## src/rtl/vsm_pkg.sv

```systemverilog
package vsm_pkg;
  localparam int VA_W   = 32;
  localparam int OFF_W  = 12;
  localparam int PFN_W  = VA_W - OFF_W;
  localparam int CODE_W = 5;

  typedef enum logic [2:0] {
    SEG_USER, SEG_KDIRECT, SEG_KUNCACHED, SEG_KMAP_LO, SEG_KMAP_HI
  } seg_e;

  localparam logic [CODE_W-1:0] EXC_NONE = 5'd0;
  localparam logic [CODE_W-1:0] EXC_MOD  = 5'd1;
  localparam logic [CODE_W-1:0] EXC_TLBL = 5'd2;
  localparam logic [CODE_W-1:0] EXC_TLBS = 5'd3;
  localparam logic [CODE_W-1:0] EXC_ADEL = 5'd4;
  localparam logic [CODE_W-1:0] EXC_ADES = 5'd5;

  typedef struct packed {
    logic              valid;
    logic              fault;
    logic [CODE_W-1:0] code;
    logic              refill;
    logic              rd;
    logic              wr;
    logic [VA_W-1:0]   pa;
  } xlate_t;
endpackage

```

## src/rtl/vsm_seg_decode.sv

```systemverilog
module vsm_seg_decode
  import vsm_pkg::*;
(
  input  logic [VA_W-1:0] va,
  input  logic            user,
  input  logic            erl,
  output seg_e            seg,
  output logic            mapped,
  output logic            addr_err,
  output logic [VA_W-1:0] fixed_pa
);
  localparam logic [VA_W-1:0] KDIRECT_BASE   = 32'h8000_0000;
  localparam logic [VA_W-1:0] KUNCACHED_BASE = 32'hA000_0000;

  always_comb begin
    unique casez (va[VA_W-1 -: 3])
      3'b0??:  seg = SEG_USER;
      3'b100:  seg = SEG_KDIRECT;
      3'b101:  seg = SEG_KUNCACHED;
      3'b110:  seg = SEG_KMAP_LO;
      default: seg = SEG_KMAP_HI;
    endcase
  end

  assign addr_err = user && va[VA_W-1];
  assign mapped   = ((seg == SEG_USER) && !erl) ||
                    (seg == SEG_KMAP_LO) || (seg == SEG_KMAP_HI);

  always_comb begin
    case (seg)
      SEG_KDIRECT:   fixed_pa = va - KDIRECT_BASE;
      SEG_KUNCACHED: fixed_pa = va - KUNCACHED_BASE;
      default:       fixed_pa = va;
    endcase
  end
endmodule

```

## src/rtl/vsm_tlb_check.sv

```systemverilog
module vsm_tlb_check
  import vsm_pkg::*;
(
  input  logic              is_write,
  input  logic              hit,
  input  logic              ent_valid,
  input  logic              ent_dirty,
  output logic              fault,
  output logic [CODE_W-1:0] code,
  output logic              refill
);
  always_comb begin
    fault  = 1'b0;
    code   = EXC_NONE;
    refill = 1'b0;
    if (!hit) begin
      fault  = 1'b1;
      code   = is_write ? EXC_TLBS : EXC_TLBL;
      refill = 1'b1;
    end else if (!ent_valid) begin
      fault  = 1'b1;
      code   = is_write ? EXC_TLBS : EXC_TLBL;
    end else if (is_write && !ent_dirty) begin
      fault  = 1'b1;
      code   = EXC_MOD;
    end
  end
endmodule

```

## src/rtl/vsm_fault_regs.sv

```systemverilog
module vsm_fault_regs
  import vsm_pkg::*;
#(
  parameter logic [VA_W-1:0] CTX_RST = 32'h0,
  parameter logic [VA_W-1:0] EHI_RST = 32'h0
) (
  input  logic            clk,
  input  logic            rst,
  input  logic            capture,
  input  logic [VA_W-1:0] va,
  output logic [VA_W-1:0] badvaddr,
  output logic [VA_W-1:0] context_q,
  output logic [VA_W-1:0] entryhi
);
  always_ff @(posedge clk) begin
    if (rst) begin
      badvaddr  <= '0;
      context_q <= CTX_RST;
      entryhi   <= EHI_RST;
    end else if (capture) begin
      badvaddr  <= va;
      context_q <= {va[VA_W-1:OFF_W], context_q[OFF_W-1:0]};
      entryhi   <= {va[VA_W-1:OFF_W], entryhi[OFF_W-1:0]};
    end
  end
endmodule

```

## src/rtl/vseg_mapper.sv

```systemverilog
module vseg_mapper
  import vsm_pkg::*;
#(
  parameter logic [31:0] CTX_RST = 32'h0000_0ABC,
  parameter logic [31:0] EHI_RST = 32'h0000_0055
) (
  input  logic        clk,
  input  logic        rst,
  input  logic        req_valid,
  input  logic [31:0] req_addr,
  input  logic        req_write,
  input  logic        user_mode,
  input  logic        err_level,
  input  logic        tlb_hit,
  input  logic        tlb_valid,
  input  logic        tlb_dirty,
  input  logic [19:0] tlb_pfn,
  output logic        tlb_lookup,
  output logic        resp_valid,
  output logic [31:0] phys_addr,
  output logic        perm_rd,
  output logic        perm_wr,
  output logic        fault,
  output logic [4:0]  exc_code,
  output logic        exc_refill,
  output logic [31:0] rb_badvaddr,
  output logic [31:0] rb_context,
  output logic [31:0] rb_entryhi
);
  seg_e              seg;
  logic              mapped, addr_err;
  logic [VA_W-1:0]   fixed_pa;
  logic              t_fault, t_refill;
  logic [CODE_W-1:0] t_code;
  xlate_t            nxt, cur;

  vsm_seg_decode u_dec (
    .va(req_addr), .user(user_mode), .erl(err_level),
    .seg(seg), .mapped(mapped), .addr_err(addr_err), .fixed_pa(fixed_pa)
  );

  vsm_tlb_check u_chk_tlb (
    .is_write(req_write), .hit(tlb_hit), .ent_valid(tlb_valid),
    .ent_dirty(tlb_dirty), .fault(t_fault), .code(t_code), .refill(t_refill)
  );

  assign tlb_lookup = req_valid && mapped && !addr_err;

  always_comb begin
    nxt       = '0;
    nxt.valid = req_valid;
    if (req_valid) begin
      if (addr_err) begin
        nxt.fault = 1'b1;
        nxt.code  = req_write ? EXC_ADES : EXC_ADEL;
      end else if (mapped) begin
        if (t_fault) begin
          nxt.fault  = 1'b1;
          nxt.code   = t_code;
          nxt.refill = t_refill;
        end else begin
          nxt.pa = {tlb_pfn, req_addr[OFF_W-1:0]};
          nxt.rd = 1'b1;
          nxt.wr = tlb_dirty;
        end
      end else begin
        nxt.pa = fixed_pa;
        nxt.rd = 1'b1;
        nxt.wr = 1'b1;
      end
    end
  end

  always_ff @(posedge clk) begin
    if (rst) cur <= '0;
    else     cur <= nxt;
  end

  vsm_fault_regs #(.CTX_RST(CTX_RST), .EHI_RST(EHI_RST)) u_regs (
    .clk(clk), .rst(rst), .capture(nxt.fault), .va(req_addr),
    .badvaddr(rb_badvaddr), .context_q(rb_context), .entryhi(rb_entryhi)
  );

  assign resp_valid = cur.valid;
  assign phys_addr  = cur.pa;
  assign perm_rd    = cur.rd;
  assign perm_wr    = cur.wr;
  assign fault      = cur.fault;
  assign exc_code   = cur.code;
  assign exc_refill = cur.refill;
endmodule

```

## config.mk

```make
export PLATFORM = sky130hd
export DESIGN_NAME = vseg_mapper
export DESIGN_NICKNAME = d
export VERILOG_FILES = /design/src/rtl/vsm_pkg.sv /design/src/rtl/vsm_seg_decode.sv /design/src/rtl/vsm_tlb_check.sv /design/src/rtl/vsm_fault_regs.sv /design/src/rtl/vseg_mapper.sv
export SDC_FILE = /design/constraint.sdc
export NUM_CORES = 1
export LEC_CHECK = 0
export BUFFER_PORTS_ARGS = -buffer_cell sky130_fd_sc_hd__buf_4
export CORE_ASPECT_RATIO = 0.6
export CORE_MARGIN = 4
export CORE_UTILIZATION = 46
export DETAILED_ROUTE_END_ITERATION = 7
export PLACE_DENSITY = 0.86
export SKIP_CTS_REPAIR_TIMING = 1
export SYNTH_ARGS = -nofsm -noshare
export SYNTH_HDL_FRONTEND = slang
export SYNTH_SLANG_ARGS = --single-unit
export TNS_END_PERCENT = 30
```

## constraint.sdc

```tcl
create_clock -name clk -period 1.9 [get_ports clk]
set_input_delay 0 -clock clk [delete_from_list [all_inputs] [get_ports clk]]
set_output_delay 0 -clock clk [all_outputs]
set_load 0.005 [all_outputs]
```

==> results.json, run 1 <==
{
  "outcome": "finished, violations left",
  "failed_checks": "hold timing",
  "fin_skew_ns": 0,
  "grt_pass1_vias": 3733,
  "drt_wl_total_um": 13540,
  "netlist_area_um2": 3880,
  "clock_sinks": 72,
  "grt_usage_pct": 23.74,
  "yosysWarningCount": 0,
  "synth_flop_cell": "dfxtp_1",
  "synthSimpleGateAreaFrac_pct": 19.19,
  "root_buffer": "clkbuf_16",
  "synth_xor_area_share_pct": 0.2257,
  "slew_headroom_pct": 50.42,
  "synth-async-reset-ratio_pct": 0,
  "drc": 0,
  "wl_per_cell_um": 18.44,
  "hp-start": "req_addr[30]",
  "dieArea_um2": 10020,
  "gp_congestion": 0.8438,
  "synth_fa_ha_area_share_pct": 1.612,
  "slowest_stage": "or3b_4",
  "path_clk_slew_ns": 0.05,
  "crit_family": "simple AND/OR/NAND/NOR gates",
  "yosysTopAreaCell": "dfxtp_1",
  "top_layer_used": "met4",
  "die_h_um": 79.14,
  "antenna_found_initial": 0,
  "avgViaCountPerCell": 5.732,
  "crit_path_start_kind": "input pin",
  "synth_top_family_by_area": "compound AO/OA/AOI/OAI gates",
  "drtIter0Drc": 519,
  "maxCapViolations": 0,
  "dp_hpwl_um": 8900,
  "syn-mean-instance-area_um2": 8.490,
  "p_per_area_nw_per_um2": 765.2,
  "period_share_pct": 86.32,
  "finalHoldViolations": 2,
  "num_vias": 4207,
  "period_minus_slack_ns": 1.640,
  "multi_input_area_um2": 1818,
  "setup_viol_count_final": 0,
  "min_path_cells": 3,
  "irDropWorstVdd_v": 0.0005143,
  "drt_pass1_iterations": 5,
  "cts_buffers": 9,
  "clk_path_buf_depth": 2,
  "synth_top_area_share_pct": 37.15,
  "tritoncts": "yes",
  "max_stage_delay_ns": 0.40,
  "wl_met2_um": 6507,
  "arrival_ns": 1.64,
  "final_nets": 688,
  "min_to": "u_regs.badvaddr[30]",
  "slew_violations": 0,
  "design.core.area_um2": 8039,
  "ys_seq_area_share_pct": 37.15,
  "insertion_delay_ns": 0.33,
  "tns_ns": 0,
  "ys_types": 35,
  "p_leak_nw": 2.489,
  "hold_ws_ns": -0.03019,
  "seq_area_um2": 1441,
  "max_freq_mhz": 609.8,
  "synthMostInstantiatedCell": "dfxtp_1",
  "htree_levels": 3,
  "rows": 25,
  "synth_compound_area_share_pct": 22.64,
  "reg2reg_from": "u_regs.badvaddr[22]",
  "ios": 200,
  "ys_top_cells_by_count": "72 x dfxtp_1, 68 x buf_4, 63 x o211ai_1",
  "synth_top_cells_by_area": "dfxtp_1 37%, buf_4 13%, o211ai_1 12%, a31oi_1 5.3%, nor2b_1 5.2%",
  "crit_chain": "buf_4 > inv_1 > ha_1 > inv_1 > ha_1 > or3b_4 > o21a_2 > and3_1 > buf_4",
  "synthCells": 457,
  "area_growth_pct": 46.15,
  "crit_type": "in -> out",
  "synth-edff-count": 0,
  "synth_mux_area_share_pct": 0.2902,
  "worstPathRequired_ns": 1.90,
  "rsz0062_at_grt": "false",
  "critPathBufInv": 4,
  "reg2reg_depth": 3,
  "dr_wl_met3_um": 1512,
  "cp_max_fo": 14,
  "worst-r2r-setup-slack_ns": 0.95,
  "diodes": 0,
  "start_util_pct": 48.26,
  "m1WireLength_um": 5127,
  "grt_pass1_wl_um": 18910,
  "r2r-end": "u_regs.badvaddr[22]",
  "hold_class": "in -> reg",
  "ys_ff_latch": 72,
  "io_buffers": 173,
  "worst_pin_slew_ns": 0.7410,
  "grt_max_degree": 49,
  "dieWidth_um": 126.6,
  "grt_overflow": 0,
  "ant_nets": 0,
  "worst_setup_path_end_kind": "output port",
  "layout-drive-gt1-share_pct": 34.19,
  "fill_cells": 624
}
## flip-flops by register name, indices dropped and copies added, names as in the netlist
register / flops
fault: 1
exc_refill: 1
resp_valid: 1
exc_code: 3
perm_wr: 1
u_regs.badvaddr: 32
phys_addr: 32
perm_rd: 1
## layout make-up
class	count	area share [%]
timing repair buffer	241	34.60
multi-input combinational	291	32.06
sequential	72	25.42
clock buffer	11	4.281
tap	108	2.383
clock inverter	4	0.7944
inverter	7	0.4634
## worst min-delay path, stage by stage
cell,delay (ns)
buf_4,0.11
nand4_1,0.08
o211ai_1,0.08
## layer usage
layer  track usage (%)  vias to the layer above
li1                  -                     1906
met1             28.13                     1957
met2             38.87                      305
met3             8.938                       39
met4             9.957                        0
met5                 0                        -
## power by group
| group | leakage, nW | total (mW) | switching [mW] | internal, mW |
|---|---|---|---|---|
| clock | 0.145 | 1.64 | 0.608 | 1.04 |
| sequential | 0.589 | 1.69 | 0.0860 | 1.61 |
| combinational | 1.76 | 1.00 | 0.480 | 0.521 |
## cells in the final DEF (no fill, tap or decap), types with 2 or more instances in the layout
master	netlist	final
buf_4	68	188
dfxtp_1	72	72
o211ai_1	63	63
dlygate4sd3_1	0	51
a31oi_1	33	33
nor2b_1	32	32
nand4_1	31	31
conb_1	2	26
nand2_1	23	23
a21oi_1	24	23
nand3_1	19	19
and3_1	14	14
clkbuf_16	0	9
inv_1	6	6
ha_1	5	5
nor2_1	4	3
clkinv_2	0	3
nand2b_1	2	2
buf_12	0	2
## how the worst max path moves through the flow
stage                               to          from  slack (ns)  cells past startpoint
detailed placement        phys_addr[9]  req_addr[29]        0.01                      9
global placement          phys_addr[8]  req_addr[29]        0.09                      9
floorplan           u_regs.badvaddr[3]  req_addr[29]        0.37                     10
finish                      tlb_lookup  req_addr[29]        0.26                      9
global route                tlb_lookup  req_addr[29]        0.19                      9
CTS                         tlb_lookup  req_addr[29]        0.27                      9
## stage by stage
| stage | instances | setup slack [ns] | instance area, µm² | total power [mW] | utilization [%] |
|---|---|---|---|---|---|
| CTS | 683 | 0.2733 | 5160 | 4.259 | 64.19 |
| floorplan | 481 | 0.3665 | 3970 | 2.243 | - |
| global placement | 668 | 0.09105 | 4872 | 2.585 | 60.61 |
| finish | 734 | 0.2600 | 5670 | 4.339 | 70.54 |
| global route | 734 | 0.1888 | 5670 | 4.496 | 70.54 |
| detailed placement | 668 | 0.009805 | 4872 | 2.619 | 60.61 |
## logic make-up after synthesis
| family | Yosys count |
|---|---|
| AND/OR/NAND/NOR | 131 |
| AO/OA/AOI/OAI | 127 |
| buffers and inverters | 118 |
| flip-flops | 72 |
| adder cells (fa/ha/maj) | 5 |
| other | 2 |
| XOR/XNOR | 1 |
| multiplexers | 1 |
No activity file was read; power rests on OpenSTA's default activity.
==> run 2, diff against run 1 <==
--- a/config.mk
+++ b/config.mk
@@ -5,12 +5,13 @@
 export SDC_FILE = /design/constraint.sdc
 export NUM_CORES = 1
 export LEC_CHECK = 0
+export ABC_AREA = 1
 export BUFFER_PORTS_ARGS = -buffer_cell sky130_fd_sc_hd__buf_4
 export CORE_ASPECT_RATIO = 0.6
 export CORE_MARGIN = 4
-export CORE_UTILIZATION = 46
+export CORE_UTILIZATION = 40
 export DETAILED_ROUTE_END_ITERATION = 7
-export PLACE_DENSITY = 0.86
+export PLACE_DENSITY = 0.82
 export SKIP_CTS_REPAIR_TIMING = 1
 export SYNTH_ARGS = -nofsm -noshare
 export SYNTH_HDL_FRONTEND = slang
==> constraint.sdc (replaced) <==
create_clock -name clk -period 1.35 [get_ports clk]
set_input_delay 0 -clock clk [delete_from_list [all_inputs] [get_ports clk]]
set_output_delay 0 -clock clk [all_outputs]
set_load 0.005 [all_outputs]
==> run 2 against run 1 <==
  * Sequential share of layout area grew 1.4 points
  * Routed wire length shrank 21%
  * Via count shrank 19%
  * The run still ends with hold timing left
  * Synthesized cell count shrank 1.8%
  * Highest routed layer unchanged
  * Synthesized area shrank 9.8%
  * Total power grew 43%
==> results.json, run 2 <==
{
  "final_cell_area_um2": 5383,
  "grt_usage_pct": 18.06,
  "slew_violations": 0,
  "yosysWarningCount": 0,
  "drt_wl_total_um": 10650,
  "synth_top_area_share_pct": 41.17,
  "cts_buffers": 9,
  "design.core.area_um2": 8523,
  "path_clk_slew_ns": 0.06,
  "ys_top_cells_by_count": "72 x dfxtp_1, 67 x buf_4, 63 x nand2_1",
  "maxCapViolations": 0,
  "worst_setup_path_end_kind": "output port",
  "root_buffer": "clkbuf_16",
  "synthMostInstantiatedCell": "dfxtp_1",
  "cp-endpoint": "tlb_lookup",
  "hold_class": "in -> reg",
  "final_nets": 699,
  "period_minus_slack_ns": 1.277,
  "cp.depth": 11,
  "grt_overflow": 0,
  "placed_area_um2": 4634,
  "crit_start": "req_addr[29]",
  "cp_max_fo": 4,
  "irDropWorstVdd_v": 0.0008812,
  "finalHoldViolations": 1,
  "slowest_stage": "ha_2",
  "critPathBufInv": 6,
  "ys_types": 23,
  "hp-start": "tlb_valid",
  "gp_congestion": 0.8878,
  "crit_family": "buffers and inverters",
  "crit_type": "in -> out",
  "ios": 200,
  "drtIter0Drc": 163,
  "diodes": 0,
  "htree_levels": 3,
  "period_share_pct": 94.58,
  "worstPathRequired_ns": 1.35,
  "worst-r2r-setup-slack_ns": 0.71,
  "synth_top_cells_by_area": "dfxtp_1 41%, buf_4 14%, nand2_1 6.8%, nor2_1 6.5%, nand3_2 6.0%",
  "dp_hpwl_um": 7433,
  "tns_ns": 0,
  "r2r-end": "u_regs.badvaddr[20]",
  "max_stage_delay_ns": 0.21,
  "ys_seq_area_share_pct": 41.17,
  "crit_chain": "buf_4 > inv_1 > ha_2 > inv_1 > ha_1 > nand3_2 > nand3_4 > buf_4 > nand3_1 > inv_1 > buf_4",
  "io_buffers": 173,
  "rows": 26,
  "yosysTopAreaCell": "dfxtp_1",
  "max_freq_mhz": 783.2,
  "num_vias": 3426,
  "fin_skew_ns": 0,
  "layout_common_cells": "190 x buf_4, 72 x dfxtp_1, 63 x nand2_1",
  "grt_max_degree": 66,
  "start_util_pct": 41.07,
  "setup_viol_count_final": 0,
  "ant_nets": 0,
  "clock_sinks": 72,
  "total_power_mw": 6.208,
  "hold_ws_ns": -0.0008698,
  "p_leak_nw": 2.796,
  "synth_flop_cell": "dfxtp_1",
  "layout-drive-gt1-share_pct": 38.09,
  "avgViaCountPerCell": 4.568,
  "syn-mean-instance-area_um2": 7.797,
  "ys_ff_latch": 72,
  "final_common_cell": "buf_4",
  "arrival_ns": 1.28,
  "p_per_area_nw_per_um2": 1153,
  "die_h_um": 80.47,
  "grt_pass1_wl_um": 14720,
  "drt_pass1_iterations": 5,
  "failed_checks": "hold timing",
  "netlist_area_um2": 3501,
  "reg2reg_depth": 2,
  "drc": 0,
  "dieArea_um2": 10360,
  "grt_pass1_vias": 3088,
  "synthCells": 449,
  "wl_per_cell_um": 14.19,
  "dieWidth_um": 128.8,
  "clk_path_buf_depth": 2,
  "post-route-util_pct": 63.15,
  "reg2reg_from": "u_regs.badvaddr[20]",
  "area_growth_pct": 53.75,
  "insertion_delay_ns": 0.33,
  "synth-async-reset-ratio_pct": 0,
  "outcome": "finished, violations left",
  "tritoncts": "yes",
  "antenna_found_initial": 0,
  "crit_path_start_kind": "input pin",
  "synth-edff-count": 0
}
-- run 2: worst min path at each step --
stage	depth (start not counted)	to
2_1_floorplan	1	exc_refill
3_3_place_gp	2	exc_refill
3_5_place_dp	2	exc_refill
4_1_cts	2	exc_refill
5_1_grt	5	u_regs.badvaddr[12]
6_report	4	exc_code[1]
-- run 2: metal layers --
metal  track usage [%]  up-vias  share of wire [%]
met3             7.243       17                 11
met5                 0        -                  0
met4             7.023        0                1.6
li1                  -     1672                  -
met1             21.85     1563                 38
met2             28.82      174                 50
-- run 2: kinds of logic (layout without fill, tap and decap cells) --
logic type	Yosys count	after routing	synth area share, %
and+or+nand+nor	178	178	25.20
other	2	26	0.2145
AOI/OAI and AO/OA	58	58	8.291
xor gates and xnor gates	1	1	0.2502
buffers and inverters	133	298	23.09
adders and majority gates	5	5	1.787
DFF	72	72	41.17
-- run 2: stage by stage --
stage               setup WS (ns)  hold slack (ns)  std cells
global placement          -0.1191           0.1670        692
finish                    0.07317       -0.0008698        750
detailed placement        -0.2203           0.1709        692
global route             -0.02225         0.007820        750
CTS                        0.1022          -0.1836        708
floorplan                0.008966          0.07238        473
-- run 2: cell type report --
type                            count  area [µm²]
Multi-Input combinational cell    268        1348
Clock inverter                      7       96.34
Inverter                           44       165.2
Timing Repair Buffer              238        1967
Sequential cell                    72        1441
Tap cell                          112       140.1
Fill cell                         716        3141
Clock buffer                        9       225.2
-- run 2: report_power, final --
part	internal (mW)	switching (mW)
combinational	0.707	0.605
sequential	2.26	0.0904
clock	1.62	0.928
total	4.59	1.62
-- run 2: tightest hold or removal path, delay by kind of cell --
kind / cells / cell delay (ns)
buf+inv: 2 / 0.16
simple gates: 2 / 0.13
==> run 3, diff against run 2 <==
--- a/config.mk
+++ b/config.mk
@@ -9,11 +9,12 @@
 export BUFFER_PORTS_ARGS = -buffer_cell sky130_fd_sc_hd__buf_4
 export CORE_ASPECT_RATIO = 0.6
 export CORE_MARGIN = 4
-export CORE_UTILIZATION = 40
+export CORE_UTILIZATION = 42
 export DETAILED_ROUTE_END_ITERATION = 7
-export PLACE_DENSITY = 0.82
+export PLACE_DENSITY = 0.83
 export SKIP_CTS_REPAIR_TIMING = 1
 export SYNTH_ARGS = -nofsm -noshare
 export SYNTH_HDL_FRONTEND = slang
+export SYNTH_HIERARCHICAL = 1
 export SYNTH_SLANG_ARGS = --single-unit
 export TNS_END_PERCENT = 30
==> run 3 against run 2 <==
  * Synthesized area rose by 12%
  * Worst setup slack worse by 0.12 ns
  * Largest cell class unchanged
  * Via count rose by 11%
  * Synthesized cell count increased by 18%
  * Utilization increased by 5.1 points
  * The run ends with hold timing, setup timing left
  * First-iteration DRC count up 25%
  * Critical endpoint is now u_regs/badvaddr[26]
==> results.json, run 3 <==
{
  "grt_overflow": 0,
  "rsz0062_at_grt": "true",
  "htree_levels": 3,
  "max_freq_mhz": 713.8,
  "crit_path_start_kind": "input pin",
  "final_common_cell": "buf_4",
  "ios": 200,
  "crit_start": "req_addr[30]",
  "design.core.area_um2": 8783,
  "num_vias": 3787,
  "finalHoldViolations": 1,
  "avgViaCountPerCell": 4.601,
  "area_growth_pct": 53.47,
  "p_leak_nw": 3.045,
  "arrival_ns": 1.66,
  "worstPathRequired_ns": 1.61,
  "irDropWorstVdd_v": 0.0006990,
  "insertion_delay_ns": 0.33,
  "ant_nets": 0,
  "maxCapViolations": 0,
  "hp-start": "req_addr[30]",
  "final_cell_area_um2": 5997,
  "reg2reg_from": "u_regs/badvaddr[26]",
  "io_buffers": 175,
  "yosysWarningCount": 6,
  "grt_usage_pct": 19.07,
  "antenna_found_initial": 0,
  "worst_setup_path_end_kind": "flop",
  "cp_max_fo": 9,
  "p_per_area_nw_per_um2": 1091,
  "start_util_pct": 44.49,
  "drt_wl_total_um": 12700,
  "setup_viol_count_final": 3,
  "gp_congestion": 0.8195,
  "crit_chain": "buf_12 > inv_12 > ha_4 > ha_4 > inv_4 > nand2_4 > nand2_2 > o211ai_1 > nand2_2 > inv_2 > nor2_4 > nor2_4 > buf_12 > buf_12 > nand2_1 > nand2_1 > nor2_1",
  "critPathBufInv": 6,
  "outcome": "finished, violations left",
  "layout-drive-gt1-share_pct": 42.19,
  "crit_family": "simple AND/OR/NAND/NOR gates",
  "grt_pass1_wl_um": 16290,
  "slew_violations": 0,
  "crit_type": "in -> reg",
  "cts_buffers": 9,
  "drc": 0,
  "root_buffer": "clkbuf_16",
  "placed_area_um2": 4827,
  "min_path_cells": 5,
  "reg2reg_depth": 2,
  "clock_sinks": 74,
  "tns_ns": -0.08468,
  "failed_checks": "hold timing, setup timing",
  "final_nets": 772,
  "syn-mean-instance-area_um2": 7.401,
  "path_clk_slew_ns": 0.06,
  "crit_top_cell": "buf_12",
  "wl_per_cell_um": 15.43,
  "tritoncts": "yes",
  "cp.depth": 17,
  "dieWidth_um": 132.5,
  "netlist_area_um2": 3907,
  "total_power_mw": 6.542,
  "hold_class": "in -> reg",
  "dp_hpwl_um": 8102,
  "setup_ws_ns": -0.05093,
  "layout_common_cells": "197 x buf_4, 97 x nand2_1, 74 x dfxtp_1",
  "rows": 26,
  "max_stage_delay_ns": 0.17,
  "die_h_um": 82.72,
  "period_share_pct": 103.8,
  "fill_cells": 709,
  "slowest_stage": "ha_4",
  "period_minus_slack_ns": 1.401,
  "grt_pass1_vias": 3246,
  "synthCells": 528,
  "fin_skew_ns": 0,
  "drtIter0Drc": 204,
  "clk_path_buf_depth": 2,
  "dieArea_um2": 10960,
  "drt_pass1_iterations": 5,
  "diodes": 0,
  "grt_max_degree": 37,
  "hold_ws_ns": -0.004688
}
[run 3: per-layer routing]
| layer | track usage (%) | vias up | routed length (µm) |
|---|---|---|---|
| li1 | - | 1828 | - |
| met1 | 23.63 | 1769 | 5318 |
| met3 | 6.598 | 17 | 943 |
| met2 | 31.99 | 173 | 6274 |
| met5 | 0 | - | 0 |
| met4 | 5.498 | 0 | 162 |
[run 3: through the flow]
stage          std cells  util (%)  hold slack, ns  worst slack, ns
6_report             823     68.28       -0.004688         -0.05093
5_1_grt              823     68.28         0.02908         -0.09342
4_1_cts              755     58.69         -0.1354          -0.3377
3_5_place_dp         739     54.96          0.2208          -0.3917
3_3_place_gp         739     54.96          0.2159          -0.2688
2_1_floorplan        552         -         0.08110          -0.1434
[run 3: layout make-up]
cell class | count | area, µm² | area share (%)
Clock buffer | 9 | 225.2 | 3.755
Clock inverter | 7 | 102.6 | 1.711
Inverter | 58 | 242.7 | 4.048
Multi-Input combinational cell | 301 | 1554 | 25.91
Sequential cell | 74 | 1481 | 24.70
Tap cell | 112 | 140.1 | 2.337
Timing Repair Buffer | 262 | 2251 | 37.53
[run 3: worst reg2reg max path: cells and delay by family (launching register included)]
family | cells | cell delay, ns
DFF | 1 | 0.41
and+or+nand+nor | 2 | 0.20
[run 3: power by group]
group / leakage, nW / internal [mW] / switching, mW
sequential: 0.606 / 2.32 / 0.106
clock: 0.156 / 1.63 / 0.951
combinational: 2.28 / 0.822 / 0.713
total: 3.04 / 4.77 / 1.77
[run 3: path summary, 6_finish.rpt]
kind | slack, ns | endpoint
setup / recovery | -0.05 | u_regs/badvaddr[26]
hold / removal | -0.005 | u_regs/badvaddr[30]
setup reg to reg | 0.67 | u_regs/badvaddr[26]
hold reg to reg | 0.48 | u_regs/badvaddr[9]
